===== src/rtl/txn_line_tracker.sv =====
module txn_line_tracker #(
  parameter int IDX_W   = 3,
  parameter int TAG_W   = 4,
  parameter int DEPTH_W = 3
) (
  input  logic                    clk,
  input  logic                    rst_n,
  input  logic                    cmd_begin,
  input  logic                    cmd_end,
  input  logic                    cmd_abort,
  input  logic                    ld_valid,
  input  logic                    st_valid,
  input  logic [IDX_W-1:0]        acc_idx,
  input  logic [TAG_W-1:0]        acc_tag,
  input  logic                    snp_rd,
  input  logic                    snp_wr,
  input  logic [IDX_W-1:0]        snp_idx,
  input  logic                    evict_valid,
  input  logic [IDX_W-1:0]        evict_idx,
  input  logic                    dgrade_valid,
  input  logic [IDX_W-1:0]        dgrade_idx,
  output logic                    txn_active,
  output logic [DEPTH_W-1:0]      txn_depth,
  output logic                    commit_pulse,
  output logic                    abort_pulse,
  output logic [2:0]              abort_cause,
  output logic                    fwd_fail,
  output logic [(1<<IDX_W)-1:0]   line_valid,
  output logic [(1<<IDX_W)-1:0]   rd_set,
  output logic [(1<<IDX_W)-1:0]   wr_set
);
  localparam int NL = 1 << IDX_W;
  localparam logic [DEPTH_W-1:0] DMAX = {DEPTH_W{1'b1}};
  localparam logic [2:0] C_NONE = 3'd0, C_EXPL = 3'd1, C_CONF = 3'd2,
                         C_EVIC = 3'd3, C_DGRD = 3'd4, C_CAP  = 3'd5;

  logic [NL-1:0]      valid_q, rd_q, wr_q;
  logic [TAG_W-1:0]   tag_q [NL];
  logic [DEPTH_W-1:0] depth_q;
  logic               commit_q, abort_q;
  logic [2:0]         cause_q;

  logic [NL-1:0]      trk, valid_n, rd_n, wr_n;
  logic [TAG_W-1:0]   tag_n [NL];
  logic [DEPTH_W-1:0] depth_n;
  logic               active, acc, snp_hit, ev_hit, dg_hit, acc_cap, beg_cap;
  logic               abort_now, commit_now;
  logic [2:0]         cause_n;

  assign active  = depth_q != '0;
  assign trk     = rd_q | wr_q;
  assign acc     = ld_valid | st_valid;
  assign snp_hit = active & (snp_rd | snp_wr) & trk[snp_idx];
  assign ev_hit  = active & evict_valid & trk[evict_idx];
  assign dg_hit  = active & dgrade_valid & wr_q[dgrade_idx];
  assign acc_cap = active & acc & trk[acc_idx] & (tag_q[acc_idx] != acc_tag);
  assign beg_cap = cmd_begin & (depth_q == DMAX);

  always_comb begin
    if (active & cmd_abort)  cause_n = C_EXPL;
    else if (snp_hit)        cause_n = C_CONF;
    else if (ev_hit)         cause_n = C_EVIC;
    else if (dg_hit)         cause_n = C_DGRD;
    else if (acc_cap | beg_cap) cause_n = C_CAP;
    else                     cause_n = C_NONE;
  end

  assign abort_now  = cause_n != C_NONE;
  assign commit_now = !abort_now & cmd_end & !cmd_begin & (depth_q == 1);

  always_comb begin
    if (abort_now)                      depth_n = '0;
    else if (cmd_begin & !cmd_end)      depth_n = depth_q + 1'b1;
    else if (cmd_end & !cmd_begin & active) depth_n = depth_q - 1'b1;
    else                                depth_n = depth_q;
  end

  always_comb begin
    valid_n = valid_q;
    rd_n    = rd_q;
    wr_n    = wr_q;
    for (int i = 0; i < NL; i++) tag_n[i] = tag_q[i];
    if (acc & !acc_cap) begin
      valid_n[acc_idx] = 1'b1;
      tag_n[acc_idx]   = acc_tag;
      if (active) begin
        if (ld_valid) rd_n[acc_idx] = 1'b1;
        if (st_valid) wr_n[acc_idx] = 1'b1;
      end
    end
    if (evict_valid) valid_n[evict_idx] = 1'b0;
    if (abort_now) begin
      valid_n = valid_n & ~wr_n;
      rd_n    = '0;
      wr_n    = '0;
    end else if (commit_now) begin
      rd_n = '0;
      wr_n = '0;
    end
  end

  always_ff @(posedge clk) begin
    if (!rst_n) begin
      valid_q  <= '0;
      rd_q     <= '0;
      wr_q     <= '0;
      depth_q  <= '0;
      commit_q <= 1'b0;
      abort_q  <= 1'b0;
      cause_q  <= C_NONE;
      for (int i = 0; i < NL; i++) tag_q[i] <= '0;
    end else begin
      valid_q  <= valid_n;
      rd_q     <= rd_n;
      wr_q     <= wr_n;
      depth_q  <= depth_n;
      commit_q <= commit_now;
      abort_q  <= abort_now;
      cause_q  <= cause_n;
      for (int i = 0; i < NL; i++) tag_q[i] <= tag_n[i];
    end
  end

  assign txn_active   = active;
  assign txn_depth    = depth_q;
  assign commit_pulse = commit_q;
  assign abort_pulse  = abort_q;
  assign abort_cause  = cause_q;
  assign fwd_fail     = dg_hit;
  assign line_valid   = valid_q;
  assign rd_set       = rd_q;
  assign wr_set       = wr_q;
endmodule


===== config.mk =====
export PLATFORM = sky130hd
export DESIGN_NAME = txn_line_tracker
export DESIGN_NICKNAME = d
export VERILOG_FILES = /design/src/rtl/txn_line_tracker.sv
export SDC_FILE = /design/constraint.sdc
export NUM_CORES = 1
export LEC_CHECK = 0
export ABC_CLOCK_PERIOD_IN_PS = 3100
export BUFFER_PORTS_ARGS = -buffer_cell sky130_fd_sc_hd__buf_2
export CELL_PAD_IN_SITES_DETAIL_PLACEMENT = 0
export CELL_PAD_IN_SITES_GLOBAL_PLACEMENT = 1
export CORE_MARGIN = 2
export CORE_UTILIZATION = 35
export CTS_CLUSTER_DIAMETER = 50
export CTS_CLUSTER_SIZE = 25
export DETAILED_ROUTE_END_ITERATION = 7
export GPL_ROUTABILITY_DRIVEN = 1
export PLACE_DENSITY = 0.66
export SYNTH_ARGS = -nofsm -noshare
export SYNTH_HDL_FRONTEND = slang
export SYNTH_SLANG_ARGS = --single-unit

===== constraint.sdc =====
create_clock -name clk -period 3.1 [get_ports clk]
set_input_delay 0.465 -clock clk [delete_from_list [all_inputs] [get_ports clk]]
set_output_delay 0.465 -clock clk [all_outputs]
set_load 0.05 [all_outputs]

### Word level (Yosys, flattened, before mapping)

Memory sizes are Yosys's and may differ from the RTL's.
Index checks and enable logic that the tools add are counted.

| storage, ports and cells | value |
|---|---|
| logic and storage cells | 112 |
| memories kept | 1 |
| flip-flop bits (word level) | 32 |
| bits of input ports | 27 |
| RAM bits | 32 |

Memories:

| name | words | bits a word | read ports | clocked after Yosys merged registers in | write ports | RTL line | text |
|---|---|---|---|---|---|---|---|
| tag_q | 8 | 4 | 9 | 0 | 8 | 38 | `logic [TAG_W-1:0] tag_q [NL];` |

| cells by class | value |
|---|---|
| bitwise gates (word level) | 39 |
| multiplexer cells | 39 |
| magnitude comparators | 8 |
| add/subtract/negate cells | 2 |
| reductions and logical operators | 13 |
| equality and inequality tests | 3 |

Operator list:

| operator | number |
|---|---|
| 2-to-1 mux 8 bit | 6 |
| 2-to-1 mux 4 bit | 9 |
| bitwise mux 32 bit | 1 |
| 2-to-1 mux 32 bit | 1 |
| bitwise OR 8 bit | 4 |
| 2-to-1 mux 3 bit | 7 |
| AND 1 bit | 18 |
| AND 8 bit | 2 |
| < comparator 3 x 4 -> 1 bit (second input constant) | 4 |
| inverter 8 bit | 2 |
| binary-select mux 1 bit (select 3 bit) | 4 |
| demux 4 bit (select 3 bit) | 1 |
| bitwise OR 1 bit | 11 |
| 2-to-1 mux 1 bit | 8 |
| demux 1 bit (select 3 bit) | 2 |
| >= comparator 3 x 1 -> 1 bit (second input constant) | 2 |
| nonzero test 3 bit | 2 |
| >= comparator 4 bit (second input constant) | 1 |
| zero test 1 bit | 4 |
| < comparator 4 x 1 -> 1 bit (second input constant) | 1 |
| inequality test 4 bit | 1 |
| inverter 3 -> 4 bit | 1 |
| adder 3 x 1 -> 3 bit (second input constant) | 1 |
| equality test 3 x 1 -> 1 bit (second input constant) | 1 |
| other kinds (8) | 10 |

### Depth between registers and ports, before layout

| depth | value |
|---|---|
| word-level depth | 17 |
| mapped depth | 11 |
| depth with buffers taken out | 8 |

### Least setup slack after synthesis

No wires, ideal clock.

| timing | value |
|---|---|
| path type | register to register |
| from | register depth_q[0] (netlist: txn_depth[0]) |
| to | register valid_q[2] (netlist: line_valid[2]) |
| period minus slack after synthesis | 2912 ps |
| cell stages (with the launch flop) | 11 |
| setup time | 86 ps |
| data arrival time | 2826 ps |
| path slack | 188 ps |
| data required time | 3014 ps |
| cells stage by stage | dfxtp_1 -> inv_1 -> ha_1 -> nand2b_1 -> clkbuf_1 -> nand4_1 -> nor2_1 -> o41ai_4 -> buf_6 -> a31o_2 -> a221oi_2 |

| on the way | value |
|---|---|
| word-level cells in the longest chain between the ends | 12 |
| elaborated cells on any way between the ends | 30 |

Ends and longest elaborated chain:

| what | RTL line | text |
|---|---|---|
| from (decl) | 39 | `logic [DEPTH_W-1:0] depth_q;` |
| from (signal assigned) | 116 | `depth_q <= depth_n;` |
| nonzero test 3 bit * | 50 | `assign active = depth_q != '0;` |
| named net txn_active | 22 | `output logic txn_active,` |
| AND 1 bit (3 in series) | 56 | `assign acc_cap = active & acc & trk[acc_idx] & (tag_q[acc_idx] != acc_tag);` |
| bitwise OR 1 bit | 64 | `else if (acc_cap \| beg_cap) cause_n = C_CAP;` |
| 2-to-1 mux 3 bit | 64 |  |
| 2-to-1 mux 3 bit | 63 | `else if (dg_hit) cause_n = C_DGRD;` |
| 2-to-1 mux 3 bit | 62 | `else if (ev_hit) cause_n = C_EVIC;` |
| 2-to-1 mux 3 bit | 61 | `else if (snp_hit) cause_n = C_CONF;` |
| 2-to-1 mux 3 bit | 60 | `if (active & cmd_abort) cause_n = C_EXPL;` |
| nonzero test 3 bit | 68 | `assign abort_now = cause_n != C_NONE;` |
| 2-to-1 mux 8 bit * | 92 | `if (abort_now) begin` |
| to (signal assigned) | 113 | `valid_q <= valid_n;` |
| to (decl) | 37 | `logic [NL-1:0] valid_q, rd_q, wr_q;` |

Mark *: on every way through the listed nets, which the timed path passes. The rest lies on a longest branch.
A chain may end at the register's enable or synchronous reset.

### Worst setup path after layout

| timing | value |
|---|---|
| from | input port acc_idx[0] |
| to | register rd_q[3] (netlist: rd_set[3]) |

| on the way | value |
|---|---|
| word-level cells in the longest chain between the ends | 16 |
| elaborated cells on any way between the ends | 27 |

Ends and longest elaborated chain:

| what | RTL line | text |
|---|---|---|
| from (decl) | 13 | `input logic [IDX_W-1:0] acc_idx,` |
| parallel branches: the longest is 16 deep, another holds memory read (8 x 4 bit) | -- |  |
| to (signal assigned) | 114 | `rd_q <= rd_n;` |
| to (decl) | 37 |  |

Several ways; the timed one is not identified. The select of a mux whose other input is x is not followed.

==> flow_summary.ini <==
[outcome]
status = finished clean

[synthesis]
synthFlopType = dfxtp_1
synth_top_area_cell = dfxtp_1
synth_top_cells_by_count = 64 x dfxtp_1, 51 x mux2i_1, 46 x nand2_1, 16 x nor2_1, 15 x a31oi_1
syn_area_per_cell_um2 = 10.2
synth_cell_types = 46
async_flop_share_pct = 0
syn-cell-area_um2 = 3430
synth.most_common_cell = dfxtp_1
ys_ff_latch = 64
yosysWarningCount = 0
synth_edf_count = 0
synth_area_leaders = dfxtp_1 37%, mux2i_1 15%, mux4_2 6.6%, nand2_1 5.0%, a31oi_1 2.7%
yosysSeqAreaShare_pct = 37.3
syn_inst = 337
synth_fp_nets = 369
netlist.area_leader.share_pct = 37.3

[clock_tree]
post-cts-setup-buffer-count = 0
path_clk_slew_ns = 0.08
root_buffer = clkbuf_8
numCtsBuffers = 9
cts_resized = 0
clock-sinks = 64
cts_max_level = 3
cts_tree = done
cts_buffer_depth = 2
clk_latency_ns = 0.35
ctsHoldBuffers = 0

[timing]
setup_viol_count_final = 0
fin_crit_sh_pct = 86.7
final-hold-violation-count = 0
slew_viol_final = 0
rsz0062_at_grt = false
fmax_ghz = 0.372
relSlewSlack_pct = 51.6
worst_pin_slew_ns = 0.725
skew_ns = 0.00934
layout_min_cycle_time_ns = 2.69
holdWs_ns = 0.408
fin_setup_tns_ns = 0

[place]
place_area_um2 = 3850
portBuffers = 60
dpl.hpwl_um = 6510
gp_congestion = 0.821
place_inst = 513

[floorplanning]
rows = 36
die_h_um = 103
coreArea_um2 = 9640
die_w_um = 103
ioPinCount = 61
die-area_um2 = 10600
start_util_pct = 35.6

[worst_setup_path]
slowest_delay_ns = 0.49
path_cells = buf_2 -> mux2i_1 -> mux4_2 -> xnor2_1 -> o41ai_4 -> buf_12 -> nand4_4 -> buf_4 -> nor3_1
crit_type = input port to register
reg2reg_slack_ns = 0.66
cp-startpoint = acc_idx[0]
path_max_fanout = 33
regToRegEndpoint = rd_set[3]$_SDFFE_PP0P_
critPathSlowestCell = mux4_2
cp-endpoint = rd_set[3]$_SDFFE_PP0P_
r2r_cells = 8
critPathTopFamily = buffers and inverters
cp.required_ns = 3.37
end_kind = register
crit_buf_inv = 3
reg2reg_from = tag_q[2][0]$_SDFFE_PN0P_
startpoint_type = input port
cp.arrival_ns = 2.96
path_depth = 9

[route]
vias = 2673
wl_met1_um = 4370
routedWlPerCell_um = 16.5
dr_wl_met3_um = 312
drc = 0
met2_length_um = 3930
drt.antenna.violating_nets = 0
via_per_inst = 5.05
dr.pass1.iters = 5
top_layer = met4
drt_iter0_drc = 148
wirelength_um = 8730

[grt]
grt_first_pass_wirelength_um = 14000
grt_use_total_pct = 17.5
antenna_found_initial = 0
grt_overflow_total = 0
grt_pass1_vias = 2612
grt_max_degree = 39

[cells_and_area]
instances_no_fill = 529
diodes = 0
fin_area_um2 = 4080
drive_gt1_share_pct = 32.3
nFillCells = 980
fin_util_pct = 42.3
nets = 423
syn2layout_area_growth_pct = 18.8

[min_path]
min_path_cells = 4
hp-class = input port to register

[flow_run]
cap_violations = 0

[power_and_ir_drop]
pwr_density_cell_nw_per_um2 = 546
ir_drop_v = 0.000206
leakagePower_nw = 1.78
worst reg2reg max path, stage by stage (launching register included):
cell and delay [ns]:
dfxtp_1 0.38, mux2i_1 0.08, mux4_2 0.48, xnor2_1 0.17, o41ai_4 0.42, buf_12 0.26
nand4_4 0.11, buf_4 0.26, nor3_1 0.20
layout by cell type, fill, tap and decap left out, types with 2 or more instances in the layout:
cell	synthesis	layout
nand2b_1	4	4
mux2_2	3	3
a211oi_1	4	4
nand2_1	46	46
and3_1	9	9
nand3_2	4	4
buf_2	5	60
and3b_1	2	2
nand3_1	2	2
nor2_1	16	16
clkbuf_8	0	9
inv_6	0	2
a221oi_2	3	3
o31a_1	2	2
mux2i_1	51	51
o21ai_0	6	6
bufinv_16	0	2
o221a_1	4	4
clkinv_4	0	3
nand3_4	4	4
o21a_1	3	3
ha_1	5	5
buf_4	1	9
inv_1	6	6
xnor2_1	5	5
nor3b_1	7	7
and2_1	3	3
a31o_2	3	3
nor3_1	7	7
mux4_2	10	10
dfxtp_1	64	64
a31oi_1	15	15
nor3_2	9	9
layout make-up:
cell class              count  area [um^2]  area share (%)
well taps                 133          166            4.08
clock inverters             7          104            2.55
repair buffers             70          388            9.52
clock buffers               9          124            3.04
multi-input cells         240         1990            48.8
flip-flops and latches     64         1280            31.4
inverters                   6         22.5           0.552
kinds of logic after synthesis:
| group | share of synthesized area, % |
|---|---|
| flip-flops | 37.3 |
| adder cells (fa/ha/maj) | 1.82 |
| multiplexers | 22.4 |
| AND/OR/NAND/NOR | 20.9 |
| AO/OA/AOI/OAI | 11.1 |
| XOR/XNOR | 1.28 |
| buffers and inverters | 5.10 |
report_power, final:
group	leakage, nW	switching, mW	internal [mW]
combinational	1.15	0.346	0.167
clock	0.114	0.360	0.462
sequential	0.519	0.0315	0.860
worst min-delay path by stage:
stage	from	end	slack, ns
floorplan	tag_q[0][0]$_SDFFE_PN0P_	tag_q[0][0]$_SDFFE_PN0P_	0.43
global placement	tag_q[0][3]$_SDFFE_PN0P_	tag_q[0][3]$_SDFFE_PN0P_	0.44
detailed placement	tag_q[7][1]$_SDFFE_PN0P_	tag_q[7][1]$_SDFFE_PN0P_	0.45
CTS	cmd_abort	abort_cause[1]$_SDFF_PN0_	0.41
global route	cmd_abort	abort_cause[1]$_SDFF_PN0_	0.43
finish	cmd_abort	abort_cause[1]$_SDFF_PN0_	0.41
metal layers:
layer	vias to the layer above	GRT usage (%)
met3	10	4.20
met2	48	26.0
met5	-	0
met4	0	5.87
li1	1338	-
met1	1277	24.8
metrics by stage:
stage	setup WS (ns)	power, mW
after floorplan	0.188	1.30
after global placement	0.120	1.42
after detailed placement	0.0290	1.42
after CTS	0.396	2.24
after global routing	0.270	2.33
final	0.412	2.23
sequential cells by signal, indices dropped and copies added, names as in the netlist:
signal / flops
abort_pulse: 1
commit_pulse: 1
abort_cause: 3
tag_q: 32
txn_depth: 3
wr_set: 8
line_valid: 8
rd_set: 8
No activity file was read; power rests on OpenSTA's default activity.
